### src/rtl/pd_seq_pkg.sv
package pd_seq_pkg;
  typedef enum logic [1:0] {
    MODE_RUN      = 2'd0,
    MODE_SYNC_PD  = 2'd1,
    MODE_ASYNC_PD = 2'd2
  } pd_mode_e;

  typedef enum logic [1:0] {
    ST_OFF    = 2'd0,
    ST_SETTLE = 2'd1,
    ST_RUN    = 2'd2,
    ST_DRAIN  = 2'd3
  } pd_state_e;
endpackage

### src/rtl/pd_mode_dec.sv
module pd_mode_dec
  import pd_seq_pkg::*;
(
  input  logic     chip_en_i,
  input  logic     pdn_bit_i,
  input  logic     tri_bit_i,
  output pd_mode_e mode_o
);
  always_comb begin
    if (!chip_en_i)      mode_o = MODE_ASYNC_PD;
    else if (!pdn_bit_i) mode_o = MODE_RUN;
    else if (tri_bit_i)  mode_o = MODE_ASYNC_PD;
    else                 mode_o = MODE_SYNC_PD;
  end
endmodule

### src/rtl/pd_pulse_end.sv
module pd_pulse_end (
  input  logic clk_i,
  input  logic rst_ni,
  input  logic busy_i,
  output logic end_o
);
  logic busy_q;

  always_ff @(posedge clk_i or negedge rst_ni) begin
    if (!rst_ni) busy_q <= 1'b0;
    else         busy_q <= busy_i;
  end

  assign end_o = busy_q & ~busy_i;

  // one end event per pulse
  p_single_end_r6: assert property (@(posedge clk_i) disable iff (!rst_ni)
    end_o |=> !end_o);
endmodule

### src/rtl/pd_settle_timer.sv
module pd_settle_timer #(
  parameter int unsigned SETTLE_CYCLES = 16
) (
  input  logic clk_i,
  input  logic rst_ni,
  input  logic run_i,
  output logic done_o
);
  localparam int unsigned CW = $clog2(SETTLE_CYCLES + 1);
  localparam logic [CW-1:0] LAST = CW'(SETTLE_CYCLES - 1);

  logic [CW-1:0] cnt_q;

  always_ff @(posedge clk_i or negedge rst_ni) begin
    if (!rst_ni)          cnt_q <= '0;
    else if (!run_i)      cnt_q <= '0;
    else if (cnt_q != LAST) cnt_q <= cnt_q + 1'b1;
  end

  assign done_o = run_i && (cnt_q == LAST);

  // abandoned delay restarts from zero
  p_cnt_clear_r8: assert property (@(posedge clk_i) disable iff (!rst_ni)
    !run_i |=> cnt_q == '0);
endmodule

### src/rtl/pd_sequencer.sv
module pd_sequencer
  import pd_seq_pkg::*;
#(
  parameter int unsigned SETTLE_CYCLES = 16
) (
  input  logic clk_i,
  input  logic rst_ni,
  input  logic chip_en_i,
  input  logic pdn_bit_i,
  input  logic tri_bit_i,
  input  logic cp_busy_i,
  output logic analog_en_o,
  output logic pin_hiz_o,
  output logic div_hold_o
);
  pd_mode_e  mode;
  pd_state_e st_q, st_d;
  logic      cp_end;
  logic      settle_done;

  pd_mode_dec u_dec (
    .chip_en_i (chip_en_i),
    .pdn_bit_i (pdn_bit_i),
    .tri_bit_i (tri_bit_i),
    .mode_o    (mode)
  );

  pd_pulse_end u_pend (
    .clk_i  (clk_i),
    .rst_ni (rst_ni),
    .busy_i (cp_busy_i),
    .end_o  (cp_end)
  );

  pd_settle_timer #(.SETTLE_CYCLES(SETTLE_CYCLES)) u_tmr (
    .clk_i  (clk_i),
    .rst_ni (rst_ni),
    .run_i  (st_q == ST_SETTLE),
    .done_o (settle_done)
  );

  always_comb begin
    st_d = st_q;
    unique case (st_q)
      ST_OFF:    if (mode == MODE_RUN) st_d = ST_SETTLE;
      ST_SETTLE: if (mode != MODE_RUN) st_d = ST_OFF;
                 else if (settle_done) st_d = ST_RUN;
      ST_RUN:    if (mode == MODE_ASYNC_PD) st_d = ST_OFF;
                 else if (mode == MODE_SYNC_PD) st_d = cp_end ? ST_OFF : ST_DRAIN;
      ST_DRAIN:  if (mode == MODE_RUN) st_d = ST_RUN;
                 else if (mode == MODE_ASYNC_PD || cp_end) st_d = ST_OFF;
      default:   st_d = ST_OFF;
    endcase
  end

  always_ff @(posedge clk_i or negedge rst_ni) begin
    if (!rst_ni) st_q <= ST_OFF;
    else         st_q <= st_d;
  end

  // asynchronous power-down gates the outputs in the same cycle
  assign analog_en_o = (st_q != ST_OFF) && (mode != MODE_ASYNC_PD);
  assign pin_hiz_o   = ~analog_en_o;
  assign div_hold_o  = (st_q == ST_OFF) || (st_q == ST_SETTLE) || !analog_en_o;

  p_ce_low_off_r2: assert property (@(posedge clk_i) disable iff (!rst_ni)
    !chip_en_i |-> (!analog_en_o && pin_hiz_o && div_hold_o));

  p_async_bits_off_r5: assert property (@(posedge clk_i) disable iff (!rst_ni)
    (chip_en_i && pdn_bit_i && tri_bit_i) |-> !analog_en_o);

  p_up_from_off_r3: assert property (@(posedge clk_i) disable iff (!rst_ni)
    (st_q == ST_OFF && mode == MODE_RUN) |=> st_q == ST_SETTLE);

  p_release_after_settle_r4: assert property (@(posedge clk_i) disable iff (!rst_ni)
    (st_q == ST_RUN && $past(st_q) == ST_SETTLE) |-> $past(settle_done));

  p_sync_defer_r6: assert property (@(posedge clk_i) disable iff (!rst_ni)
    ((st_q == ST_RUN || st_q == ST_DRAIN) && mode == MODE_SYNC_PD && !cp_end)
      |=> st_q != ST_OFF);

  p_cancel_r7: assert property (@(posedge clk_i) disable iff (!rst_ni)
    (st_q == ST_DRAIN && mode == MODE_RUN) |=> st_q == ST_RUN);

  p_abort_settle_r8: assert property (@(posedge clk_i) disable iff (!rst_ni)
    (st_q == ST_SETTLE && mode != MODE_RUN) |=> st_q == ST_OFF);

  p_hold_when_off_r9: assert property (@(posedge clk_i) disable iff (!rst_ni)
    !analog_en_o |-> div_hold_o);
endmodule

### config.mk
export PLATFORM = sky130hd
export DESIGN_NAME = pd_sequencer
export DESIGN_NICKNAME = d
export VERILOG_FILES = /design/src/rtl/pd_seq_pkg.sv /design/src/rtl/pd_mode_dec.sv /design/src/rtl/pd_pulse_end.sv /design/src/rtl/pd_settle_timer.sv /design/src/rtl/pd_sequencer.sv
export SDC_FILE = /design/constraint.sdc
export NUM_CORES = 1
export LEC_CHECK = 0
export BUFFER_PORTS_ARGS = -buffer_cell sky130_fd_sc_hd__buf_4
export CAP_MARGIN = 20
export CELL_PAD_IN_SITES_DETAIL_PLACEMENT = 0
export CELL_PAD_IN_SITES_GLOBAL_PLACEMENT = 1
export CORE_AREA = 5 5 42 44
export CTS_BUF_LIST = sky130_fd_sc_hd__clkbuf_2
export CTS_CLUSTER_DIAMETER = 120
export DETAILED_ROUTE_END_ITERATION = 16
export DIE_AREA = 0 0 47 49
export PLACE_DENSITY = 0.75
export SLEW_MARGIN = 40
export SYNTH_ARGS = -nofsm -noshare
export SYNTH_HDL_FRONTEND = slang
export SYNTH_HIERARCHICAL = 1
export SYNTH_SLANG_ARGS = --single-unit
### constraint.sdc
create_clock -name clk_i -period 3.5 [get_ports clk_i]
set_input_delay 0.35 -clock clk_i [delete_from_list [all_inputs] [get_ports clk_i]]
set_output_delay 0.35 -clock clk_i [all_outputs]
set_load 0.01 [all_outputs]
==> impl_metrics.env <==
export IMPL_status="complete, no violations"
export IMPL_cts_buffers_inserted=3
export IMPL_io_pin_count=9
export IMPL_grt_pass1_vias=356
export IMPL_finalMaxSlewViolations=0
export IMPL_preCtsSetupSlack_ns=1.58
export IMPL_antenna_cells=0
export IMPL_drt_iter0_drc=3
export IMPL_post_cts_buffers=0
export IMPL_cp_top_family="simple AND/OR/NAND/NOR gates"
export IMPL_final_antenna_net_count=0
export IMPL_p_leak_nw=0.331
export IMPL_cts_buffer_depth=2
export IMPL_wl_met1_um=364
export IMPL_layout_nets=74
export IMPL_grt_pass1_wl_um=1440
export IMPL_ys_types=26
export IMPL_wl_per_cell_um=10.4
export IMPL_critical_path_required_ns=3.61
export IMPL_grt_max_degree=9
export IMPL_cpPeakStageDelay_ns=0.43
export IMPL_ys_seq_elements=8
export IMPL_cap_violations=0
export IMPL_synth_seq_area_share_pct=37.7
export IMPL_syn_nets=61
export IMPL_grt_total_usage_pct=9.00
export IMPL_slowest_stage="dfrtp_1"
export IMPL_drc=0
export IMPL_place_gp_congestion=0.737
export IMPL_tns_ns=0
export IMPL_cts_max_level=1
export IMPL_vias_per_cell=4.70
export IMPL_fmax_mhz=518
export IMPL_tritoncts="built"
export IMPL_drt_pass1_iterations=3
export IMPL_start_util_pct=37.9
export IMPL_post_synth_top_area_fraction_pct=37.7
export IMPL_overflow=0
export IMPL_hold_violations=0
export IMPL_arrival_ns=2.04
export IMPL_die_area_um2=2300
export IMPL_root_buffer="clkbuf_2"
export IMPL_rsz0062_at_grt="false"
export IMPL_ys_warn_count=6
export IMPL_worstSetupStartpointType="flip-flop"
export IMPL_crit_chain="ha_1 -> and3_1 -> ha_1 -> and2_1 -> or3b_1 -> nand3_1 -> nand3_1"
export IMPL_fin_skew_ns=0.00407
export IMPL_die_y_um=49
export IMPL_worst_path_stages=7
export IMPL_layout_common_cells="8 x buf_4, 8 x dfrtp_1, 5 x ha_1, 5 x and2_1, 4 x inv_1"
export IMPL_synth_area_leaders="dfrtp_1 38%, ha_1 12%, and2_1 5.9%"
export IMPL_period_minus_slack_ns=1.93
export IMPL_vias=362
export IMPL_die_w_um=47
export IMPL_antenna_found_initial=0
export IMPL_layout_worst_path_cycle_share_pct=55.2
export IMPL_ff2ff_path_depth=7
export IMPL_clock_latency_ns=0.22
export IMPL_min_path_type="in2reg"
export IMPL_synth_area_um2=531
export IMPL_path_buf_inv=0
export IMPL_path_clk_slew_ns=0.07
export IMPL_setup_viol=0
export IMPL_timing_final_ws_setup_ns=1.57
export IMPL_drive_gt1_share_pct=24.6
export IMPL_totalWireLength_um=803
export IMPL_dp_hpwl_um=653
export IMPL_fillCellCount=140
export IMPL_met2_length_um=399
export IMPL_syn_area_per_cell_um2=10.6
export IMPL_max_slew_margin_rel_pct=84.0
export IMPL_worstSetupPathType="reg2reg"
export IMPL_top_layer_used="met4"
export IMPL_synth_cells=50
export IMPL_rows=14
export IMPL_met3WireLength_um=19
export IMPL_pwr_density_cell_nw_per_um2=494
export IMPL_yosys_area_top_type="dfrtp_1"
export IMPL_crit_fanout=7
export IMPL_end_kind="flip-flop"
export IMPL_numPortBuffers=8
export IMPL_irDropWorstVdd_mv=0.175
export IMPL_worst_slew_pin_slew_ns=0.240
export IMPL_areaGrowthSynthToFinish_pct=17.7
export IMPL_core_area_um2=1400
export IMPL_whs_path_depth=1
export IMPL_clock_sinks=8
export IMPL_cts_resized=0
-- cells by family (layout without fill, tap and decap cells) --
family	Yosys count	after routing	synth area share (%)
adders and majority gates	5	5	11.8
AOI/OAI and AO/OA	5	5	6.60
DFF	8	8	37.7
buffers and inverters	5	16	4.95
and+or+nand+nor	23	23	32.1
muxes	1	1	1.89
xor gates and xnor gates	3	3	4.95
-- flip-flops by register name, indices dropped and copies added, names as in the netlist --
name and flops:
u_tmr/cnt_q 5, u_pend/busy_q 1, st_q 2
-- cells in the mapped netlist (all sizes together) --
cell type / count
dfrtp: 8
and2: 5
ha: 5
inv: 4
nor2b: 3
xnor2: 3
nand3: 2
nand3b: 2
nor2: 2
o21ai: 2
a21bo: 1
a311oi: 1
a31oi: 1
and2b: 1
and3: 1
and3b: 1
buf: 1
mux2i: 1
nand2: 1
nand2b: 1
nand4b: 1
or2: 1
or2b: 1
or3b: 1
-- per-stage QoR --
stage | instances | util [%] | total power, mW | area (µm²) | hold WS (ns)
after floorplan | 50 | - | 0.219 | 531 | 0.0544
after global placement | 73 | 42.8 | 0.261 | 599 | 0.172
after detailed placement | 73 | 42.8 | 0.260 | 599 | 0.174
after CTS | 77 | 44.6 | 0.317 | 624 | 0.237
after global routing | 77 | 44.6 | 0.340 | 624 | 0.230
final | 77 | 44.6 | 0.308 | 624 | 0.257
-- area by class of cell --
cell class / count / area, µm² / area share (%)
inverter: 4 / 15.0 / 2.40
timing repair buffer: 9 / 70.1 / 11.2
multi-input combinational: 37 / 304 / 48.7
clock buffer: 3 / 15.0 / 2.40
tap: 16 / 20.0 / 3.21
sequential: 8 / 200 / 32.1
-- power by group --
part | internal [mW] | switching (mW)
sequential | 0.115 | 0.0333
clock | 0.0233 | 0.0280
combinational | 0.0629 | 0.0457
total | 0.201 | 0.107
-- worst register-to-register path, delay by kind of cell, from the launching register on --
family / cells / cell delay, ns
flops: 1 / 0.43
simple gates: 5 / 0.89
fa+ha+maj: 2 / 0.49
-- final timing paths --
kind | end | slack [ns] | start
worst max register to register | st_q[1] | 1.57 | u_tmr/cnt_q[0]
worst min-delay path | u_pend/busy_q | 0.26 | cp_busy_i
min in group asynchronous | st_q[0] | 0.47 | rst_ni
worst max-delay path | st_q[1] | 1.57 | u_tmr/cnt_q[0]
max in group asynchronous | u_pend/busy_q | 2.90 | rst_ni
worst min register to register | st_q[0] | 0.57 | st_q[0]
-- per-layer routing --
layer  vias to the layer above  global-route usage (%)
li1                        191                       -
met1                       163                    10.8
met2                         6                    12.4
met3                         2                    1.11
met4                         0                    9.68
met5                         -                       0
-- repair_timing --
action                                 CTS  global route
endpoints found under the hold margin    8             0
setup endpoints to repair                0             0
hold buffers                             1             0
(Power assumes the default switching activity.)
